File: src/rtl/ocPkg.sv
package ocPkg;

  localparam int ADDR_W      = 3;
  localparam int CTRL_W      = 8;

  localparam logic [ADDR_W-1:0] ADDR_CTRL   = 3'd0;
  localparam logic [ADDR_W-1:0] ADDR_RELOAD = 3'd1;
  localparam logic [ADDR_W-1:0] ADDR_CMP    = 3'd2;
  localparam logic [ADDR_W-1:0] ADDR_FLAG   = 3'd3;
  localparam logic [ADDR_W-1:0] ADDR_COUNT  = 3'd4;

  // Reference behaviour selected by the mode field.
  typedef enum logic [2:0] {
    MODE_FROZEN   = 3'd0,
    MODE_SET      = 3'd1,
    MODE_CLR      = 3'd2,
    MODE_TOGGLE   = 3'd3,
    MODE_FORCE_LO = 3'd4,
    MODE_FORCE_HI = 3'd5
  } ocModeE;

  // Control register, bit 7 down to bit 0.
  typedef struct packed {
    logic   irqMask;
    logic   outEn;
    logic   polarity;
    ocModeE mode;
    logic   bufEn;
    logic   cntEn;
  } ctrlRegT;

  // Strobes from control to datapath.
  typedef struct packed {
    logic run;
    logic reloadWr;
    logic cmpWr;
    logic cntWr;
    logic bufEn;
  } dpStrobeT;

endpackage

File: src/rtl/ocDatapath.sv
module ocDatapath
  import ocPkg::*;
#(
  parameter int CNT_W = 16
) (
  input  logic             clk,
  input  logic             rstN,
  input  dpStrobeT         strobe,
  input  logic [CNT_W-1:0] wrData,
  output logic [CNT_W-1:0] count,
  output logic             matchHit,
  output logic             wrapHit
);

  localparam logic [CNT_W-1:0] ONE = CNT_W'(1);

  logic [CNT_W-1:0] countQ;
  logic [CNT_W-1:0] reloadQ;
  logic [CNT_W-1:0] preloadQ;
  logic [CNT_W-1:0] activeQ;

  assign wrapHit  = strobe.run && (countQ == reloadQ);
  assign matchHit = strobe.run && (countQ == activeQ);
  assign count    = countQ;

  // Counter: a load from the write port wins over counting.
  always_ff @(posedge clk) begin
    if (!rstN) begin
      countQ <= '0;
    end else if (strobe.cntWr) begin
      countQ <= wrData;
    end else if (strobe.run) begin
      countQ <= wrapHit ? '0 : countQ + ONE;
    end
  end

  always_ff @(posedge clk) begin
    if (!rstN) begin
      reloadQ <= '1;
    end else if (strobe.reloadWr) begin
      reloadQ <= wrData;
    end
  end

  // Compare path: direct write, or preload copied on the update event.
  always_ff @(posedge clk) begin
    if (!rstN) begin
      preloadQ <= '0;
      activeQ  <= '0;
    end else begin
      if (strobe.cmpWr) begin
        preloadQ <= wrData;
        if (!strobe.bufEn) activeQ <= wrData;
      end
      if (strobe.bufEn && wrapHit) begin
        activeQ <= preloadQ;
      end
    end
  end

endmodule

File: src/rtl/ocControl.sv
module ocControl
  import ocPkg::*;
(
  input  logic              clk,
  input  logic              rstN,
  input  logic              wrEn,
  input  logic [ADDR_W-1:0] wrAddr,
  input  logic [CTRL_W-1:0] ctlData,
  input  logic              matchHit,
  output dpStrobeT          strobe,
  output ctrlRegT           ctrlQ,
  output logic              ocRef,
  output logic              matchFlag
);

  logic ctrlWr;
  logic clearHit;
  logic refQ;
  logic flagQ;

  assign ctrlWr   = wrEn && (wrAddr == ADDR_CTRL);
  assign clearHit = wrEn && (wrAddr == ADDR_FLAG) && ctlData[0];

  always_comb begin
    strobe.run      = ctrlQ.cntEn;
    strobe.reloadWr = wrEn && (wrAddr == ADDR_RELOAD);
    strobe.cmpWr    = wrEn && (wrAddr == ADDR_CMP);
    strobe.cntWr    = wrEn && (wrAddr == ADDR_COUNT);
    strobe.bufEn    = ctrlQ.bufEn;
  end

  always_ff @(posedge clk) begin
    if (!rstN) begin
      ctrlQ <= '0;
    end else if (ctrlWr) begin
      ctrlQ <= ctrlRegT'(ctlData);
    end
  end

  // Reference level: forced modes override, others act only on a match.
  always_ff @(posedge clk) begin
    if (!rstN) begin
      refQ <= 1'b0;
    end else begin
      case (ctrlQ.mode)
        MODE_FORCE_LO: refQ <= 1'b0;
        MODE_FORCE_HI: refQ <= 1'b1;
        MODE_SET:      if (matchHit) refQ <= 1'b1;
        MODE_CLR:      if (matchHit) refQ <= 1'b0;
        MODE_TOGGLE:   if (matchHit) refQ <= ~refQ;
        default:       refQ <= refQ;
      endcase
    end
  end

  // Sticky flag: a new match wins over a clear in the same cycle.
  always_ff @(posedge clk) begin
    if (!rstN) begin
      flagQ <= 1'b0;
    end else if (matchHit) begin
      flagQ <= 1'b1;
    end else if (clearHit) begin
      flagQ <= 1'b0;
    end
  end

  assign ocRef     = refQ;
  assign matchFlag = flagQ;

endmodule

File: src/rtl/compareChannel.sv
module compareChannel
  import ocPkg::*;
#(
  parameter int CNT_W = 16
) (
  input  logic              clk,
  input  logic              rstN,
  input  logic              wrEn,
  input  logic [ADDR_W-1:0] wrAddr,
  input  logic [CNT_W-1:0]  wrData,
  output logic [CNT_W-1:0]  count,
  output logic              ocRef,
  output logic              ocOut,
  output logic              matchFlag,
  output logic              irq,
  output logic              updateEvt
);

  dpStrobeT strobe;
  ctrlRegT  ctrlQ;
  logic     matchHit;
  logic     wrapHit;

  ocControl u_ctl (
    .clk       (clk),
    .rstN      (rstN),
    .wrEn      (wrEn),
    .wrAddr    (wrAddr),
    .ctlData   (wrData[CTRL_W-1:0]),
    .matchHit  (matchHit),
    .strobe    (strobe),
    .ctrlQ     (ctrlQ),
    .ocRef     (ocRef),
    .matchFlag (matchFlag)
  );

  ocDatapath #(.CNT_W(CNT_W)) u_dp (
    .clk      (clk),
    .rstN     (rstN),
    .strobe   (strobe),
    .wrData   (wrData),
    .count    (count),
    .matchHit (matchHit),
    .wrapHit  (wrapHit)
  );

  assign ocOut     = ctrlQ.outEn & (ocRef ^ ctrlQ.polarity);
  assign irq       = matchFlag & ctrlQ.irqMask;
  assign updateEvt = wrapHit;

endmodule

File: config.mk
export PLATFORM = sky130hd
export DESIGN_NAME = compareChannel
export DESIGN_NICKNAME = d
export VERILOG_FILES = /design/src/rtl/ocPkg.sv /design/src/rtl/ocDatapath.sv /design/src/rtl/ocControl.sv /design/src/rtl/compareChannel.sv
export SDC_FILE = /design/constraint.sdc
export NUM_CORES = 1
export LEC_CHECK = 0
export CELL_PAD_IN_SITES_DETAIL_PLACEMENT = 0
export CELL_PAD_IN_SITES_GLOBAL_PLACEMENT = 1
export CORE_MARGIN = 3
export CORE_UTILIZATION = 35
export DETAILED_ROUTE_END_ITERATION = 10
export GPL_ROUTABILITY_DRIVEN = 0
export HOLD_SLACK_MARGIN = 0.1
export PLACE_DENSITY_LB_ADDON = 0.05
export SYNTH_ARGS = -nofsm -noshare
export SYNTH_HDL_FRONTEND = slang
export SYNTH_SLANG_ARGS = --single-unit
File: constraint.sdc
create_clock -name clk -period 1.7 [get_ports clk]
set_clock_uncertainty 0.05 [all_clocks]
set_input_delay 0.34 -clock clk [delete_from_list [all_inputs] [get_ports clk]]
set_output_delay 0.34 -clock clk [all_outputs]
set_load 0.005 [all_outputs]
== Word level (Yosys, flattened, before mapping) ==
Cells that the tools add are included.
Widths: inputs -> output; s select.
Cells by class
  add/subtract/negate cells: 1
  equal/unequal tests: 15
  multiplexer cells: 12
  bitwise logic cells: 4
  reduce and logical (&&, ||, !) cells: 16
Operator list (count)
  $mux 16: 6
  $eq 16x16->1: 2
  $add 16x1->16 const B: 1
  $eq 3x2->1 const B: 4
  $eq 3x3->1 const B: 3
  $logic_and 1x1->1: 9
  $eq 3x1->1 const B: 2
  $ne 2x2->1 const B: 3
  $reduce_bool 2->1: 3
  $mux 1: 5
  $pmux 1 s5: 1
  $reduce_bool 5->1: 1
  $reduce_and 4->1: 1
  $logic_not 3->1: 1
  $and 1x1->1: 2
  $ne 2x1->1 const B: 1
  $reduce_and 2->1: 1
  $not 1->1: 1
  $xor 1x1->1: 1
Word-level totals
  flip-flop bits (word level): 74
  input bits: 22
  word-level logic and storage cells: 60

== Longest topological paths before layout ==
  depth in word-level cells: 5
  mapped depth: 8

== Cells and area by module ==
Synthesis repeated with hierarchy kept, for this count alone.
Second synthesis, totals
  cell total of the unflattened synthesis: 410
  area, all modules: 3739.8 um^2
By module, submodules not included
  ocDatapath: instances 1, cells each 354, area each 3246.9 um^2, sequential area each 1281.2 um^2
  ocControl: instances 1, cells each 53, area each 471.7 um^2, sequential area each 200.2 um^2
  compareChannel: instances 1, cells each 3, area each 21.3 um^2, sequential area each 0.0 um^2

== Worst setup path after synthesis ==
Ideal clock, no wire load.
  path type: register to register
  start point: register u_dp.countQ[11] (netlist: u_dp.count[11])
  end point: register u_dp.activeQ[12]
  setup time: 0.135 ns
  data arrival time: 1.624 ns
  data required time: 1.515 ns
  setup slack: -0.109 ns
  stages on the path, launching flop included: 8
  buffers on the path: 2
  period minus slack after synthesis: 1.809 ns
  cells stage by stage: dfxtp_1 > buf_6 > xor2_1 > nor4_4 > nand3_2 > clkbuf_1 > nor4_1 > nor3b_2
On the way
  longest elaborated chain between the ends: 5
  elaborated cells between the ends (all ways): 7
  classes of those cells: eq/ne: 2; mux: 1; reduce/logical: 4
RTL lines
  start, declared: line ocDatapath.sv:17  | logic [CNT_W-1:0] countQ;
  start signal, assigned: line ocDatapath.sv:31  | countQ <= wrData;
  start signal, assigned: line ocDatapath.sv:33  | countQ <= wrapHit ? '0 : countQ + ONE;
  $eq 16x16->1 (*): line ocDatapath.sv:22  | assign wrapHit = strobe.run && (countQ == reloadQ);
  $logic_and 1x1->1 (*): line ocDatapath.sv:22
  $logic_and 1x1->1 (*): line ocDatapath.sv:55  | if (strobe.bufEn && wrapHit) begin
  $ne 2x1->1 (no source line) or $reduce_bool 2->1 (tied branches)
  $reduce_and 2->1 (no source line)
  end signal, assigned: line ocDatapath.sv:53  | if (!strobe.bufEn) activeQ <= wrData;
  end signal, assigned: line ocDatapath.sv:56  | activeQ <= preloadQ;
  end, declared: line ocDatapath.sv:20  | logic [CNT_W-1:0] activeQ;
Mark *: on every way between the ends. The rest lies on a longest branch, timed or not.
A chain may end at the register's enable or synchronous reset.

== Worst setup path after layout ==
  start point: register u_dp.reloadQ[11]
  end point: output port updateEvt
On the way
  longest elaborated chain between the ends: 2
RTL lines
  start, declared: line ocDatapath.sv:18  | logic [CNT_W-1:0] reloadQ;
  start signal, assigned: line ocDatapath.sv:41  | reloadQ <= wrData;
  $eq 16x16->1: line ocDatapath.sv:22
  $logic_and 1x1->1: line ocDatapath.sv:22
  end, declared: line compareChannel.sv:16  | output logic updateEvt
No other way between the ends.

==> results.yml <==
cells_and_area:
  final_cell_count_no_fill: 710
  nNetsFinal: 592
  syn_to_final_growth_pct: 50.4
  final_util_pct: 55.5
  layout-drive-gt1-share_pct: 32.8
  seq_area_mm2: 0.00151
  multi_input_comb_area_mm2: 0.00276
  antenna_cells: 0
  n_fill_cell: 957
  stdcell_area_mm2: 0.00586
logic_synthesis:
  yosysSeqAreaShare_pct: 38.0
  synth_area_leaders: "dfxtp_1 (38%), nand2_1 (9.9%), xnor2_1 (5.4%), a21oi_1 (5.3%), xor2_1 (5.2%)"
  ys.flop_type: "dfxtp_1"
  yosysUniqueCellTypes: 41
  syn_area_mm2: 0.00389
  synth_top_cell_area_share_pct: 38.0
  yosysTopAreaCell: "dfxtp_1"
  synth_common_cells: "nand2_1 (103), dfxtp_1 (74), a21oi_1 (41)"
  ys_ff_latch: 74
  synth.avg_cell_area_um2: 8.05
  synth_warnings: 0
  syn_nets: 507
  netlist_instances: 484
  synthArstFlopShare_pct: 0
  yosysMostFrequentCell: "nand2_1"
  synth_edf_count: 0
clock_tree:
  hold_buffers: 0
  clk_pin_slew_worst_paths_ns: 0.09
  clkLatencyLatePin_ns: 0.36
  clockBufferDepth: 2
  cts_buffers: 9
  cts_tree: "done"
  clock_sinks: 74
  cts_root_buf: "clkbuf_8"
  h-tree-depth: 3
worst_setup_path:
  criticalPathCategory: "register to output port"
  max_stage_delay_ns: 0.34
  reg2reg_slack_ns: -0.20
  worstPathMaxFanout: 2
  end_kind: "output port"
  r2r-end: "u_dp.activeQ[3]$_SDFFE_PN0P_"
  worstReg2RegStart: "u_dp.count[10]$_SDFFE_PN0P_"
  reg2regPathDepth: 8
  crit_path_top_delay_cell: "dfxtp_2"
  cp_cell_sequence: "xor2_2 -> nor4_4 -> nand2_1 -> nor4bb_1 -> buf_2"
  cp_data_required_time_ns: 1.31
  start_kind: "register"
  critical_path_arrival_ns: 1.65
sta:
  finalMaxSlewViolations: 0
  rsz0062_at_grt: "yes"
  hold_viol: 0
  worst_pin_slew_ns: 0.684
  fin_tns_setup_ns: -5.51
  setup_viol: 33
  worst_slack_ns: -0.338
  achievable-frequency_mhz: 491
  post-route-period-util_pct: 120
  max_slew_margin_pct: 54.4
  min_period_ns: 2.04
route:
  firstDrtPassIters: 4
  avgViaCountPerCell: 5.36
  dr_wl_met2_um: 6120
  postRouteAntennaNets: 0
  routed.top_layer: "met4"
  routedWlPerCell_um: 18.5
  drtIter0Drc: 158
  num_vias: 3809
  drc: 0
  wl_um: 13100
  wl_met1_um: 6170
  wl_met3_um: 598
global_routing:
  grt_pass1_vias: 3825
  grt_pass1_wl_um: 20800
  antenna_found_initial: 0
  grt_usage_pct: 21.1
  overflow: 0
  grt_max_degree: 42
pwr:
  p_per_area_mw_per_mm2: 664
  p_leak_nw: 2.53
  ir_worst_vdd_v: 0.000392
floorplan:
  placeableCoreArea_mm2: 0.0106
  die_h_um: 111
  die_area_mm2: 0.0124
  ios: 43
  rows: 37
  start_util_pct: 36.9
  die_width_um: 111
outcome:
  violations: "negative setup slack"
  run_status: "finished, violations left"
min_path:
  hold_start: "u_ctl.ctrlQ[7]$_SDFFE_PN0P_"
  hp-class: "register to register"
  holdPathStages: 2
  hold_end: "u_ctl.ctrlQ[7]$_SDFFE_PN0P_"
placed_design:
  placed_area_mm2: 0.00483
  pre_cts_ws_ns: -0.430
  placedCellCount: 675
  io_buffers: 42
  place.detailed.hpwl_um: 8650
flow_run:
  max_cap_viol_count: 0
-- through the flow --
stage / total power [mW] / hold slack (ns)
after floorplan: 2.05 / 0.382
after global placement: 2.28 / 0.393
after detailed placement: 2.28 / 0.397
after CTS: 3.91 / 0.411
after global routing: 4.04 / 0.432
final: 3.89 / 0.410
-- worst max path at each step --
stage | startpoint | end | slack [ns]
CTS | u_dp.count[11]$_SDFFE_PN0P_ | updateEvt | -0.36
finish | u_dp.reloadQ[11]$_SDFFE_PN1P_ | updateEvt | -0.34
floorplan | u_dp.count[11]$_SDFFE_PN0P_ | u_dp.count[5]$_SDFFE_PN0P_ | -0.07
global route | u_dp.reloadQ[11]$_SDFFE_PN1P_ | updateEvt | -0.46
global placement | u_dp.reloadQ[11]$_SDFFE_PN1P_ | updateEvt | -0.39
detailed placement | wrAddr[1] | u_dp.activeQ[12]$_SDFFE_PN0P_ | -0.43
-- critical path: cells and delay by family, from the launching register on --
family,cells,cell delay (ns)
and+or+nand+nor,3,0.62
DFF,1,0.34
xor gates and xnor gates,1,0.18
buffers and inverters,1,0.15
-- sequential cells by signal, summed over array words and instances, names as in the netlist --
register	count
u_ctl.ctrlQ	8
u_ctl.matchFlag	1
u_ctl.ocRef	1
u_dp.activeQ	16
u_dp.count	16
u_dp.preloadQ	16
u_dp.reloadQ	16
-- placed cells by master, fill, tap and decap left out, drive strengths merged, types with 12 or more instances in the layout --
master         count
a21oi             41
buf               78
clkdlybuf4s50     22
dfxtp             74
dlygate4sd2       18
nand2            103
nand3             25
nor3b             27
nor4              18
o21ai             18
o22ai             15
o311ai            12
xnor2             24
xor2              23
-- routing by layer --
metal	vias up	global-route usage, %
met5	-	0
met4	0	6.89
met2	77	33.9
met1	1833	29.1
met3	16	3.04
li1	1883	-
-- cell type report --
| cell class | count | share of cell area, % |
|---|---|---|
| clock buffer | 10 | 2.35 |
| clock inverter | 6 | 1.52 |
| inverter | 4 | 0.256 |
| multi-input combinational | 361 | 47.1 |
| sequential | 74 | 25.7 |
| tap | 136 | 2.90 |
| timing repair buffer | 119 | 20.2 |
-- kinds of logic after synthesis --
logic type	count (synthesis)	share of synthesized area (%)
fa+ha+maj	1	0.321
flops	74	38.0
simple gates	219	30.7
xor+xnor	47	10.6
buf+inv	49	5.62
compound gates	94	14.7
-- report_power, final --
part / internal, mW / switching (mW) / total [mW]
Combinational: 0.230 / 0.261 / 0.491
Sequential: 1.78 / 0.0319 / 1.81
Clock: 0.869 / 0.718 / 1.59
Total: 2.88 / 1.01 / 3.89
-- what timing repair did --
action,CTS,global route
pin swaps,7,13
buffers inserted,13,5
resized for setup,108,28
setup endpoints to repair,52,35
gates cloned,4,0
No activity file was read; power rests on OpenSTA's default activity.
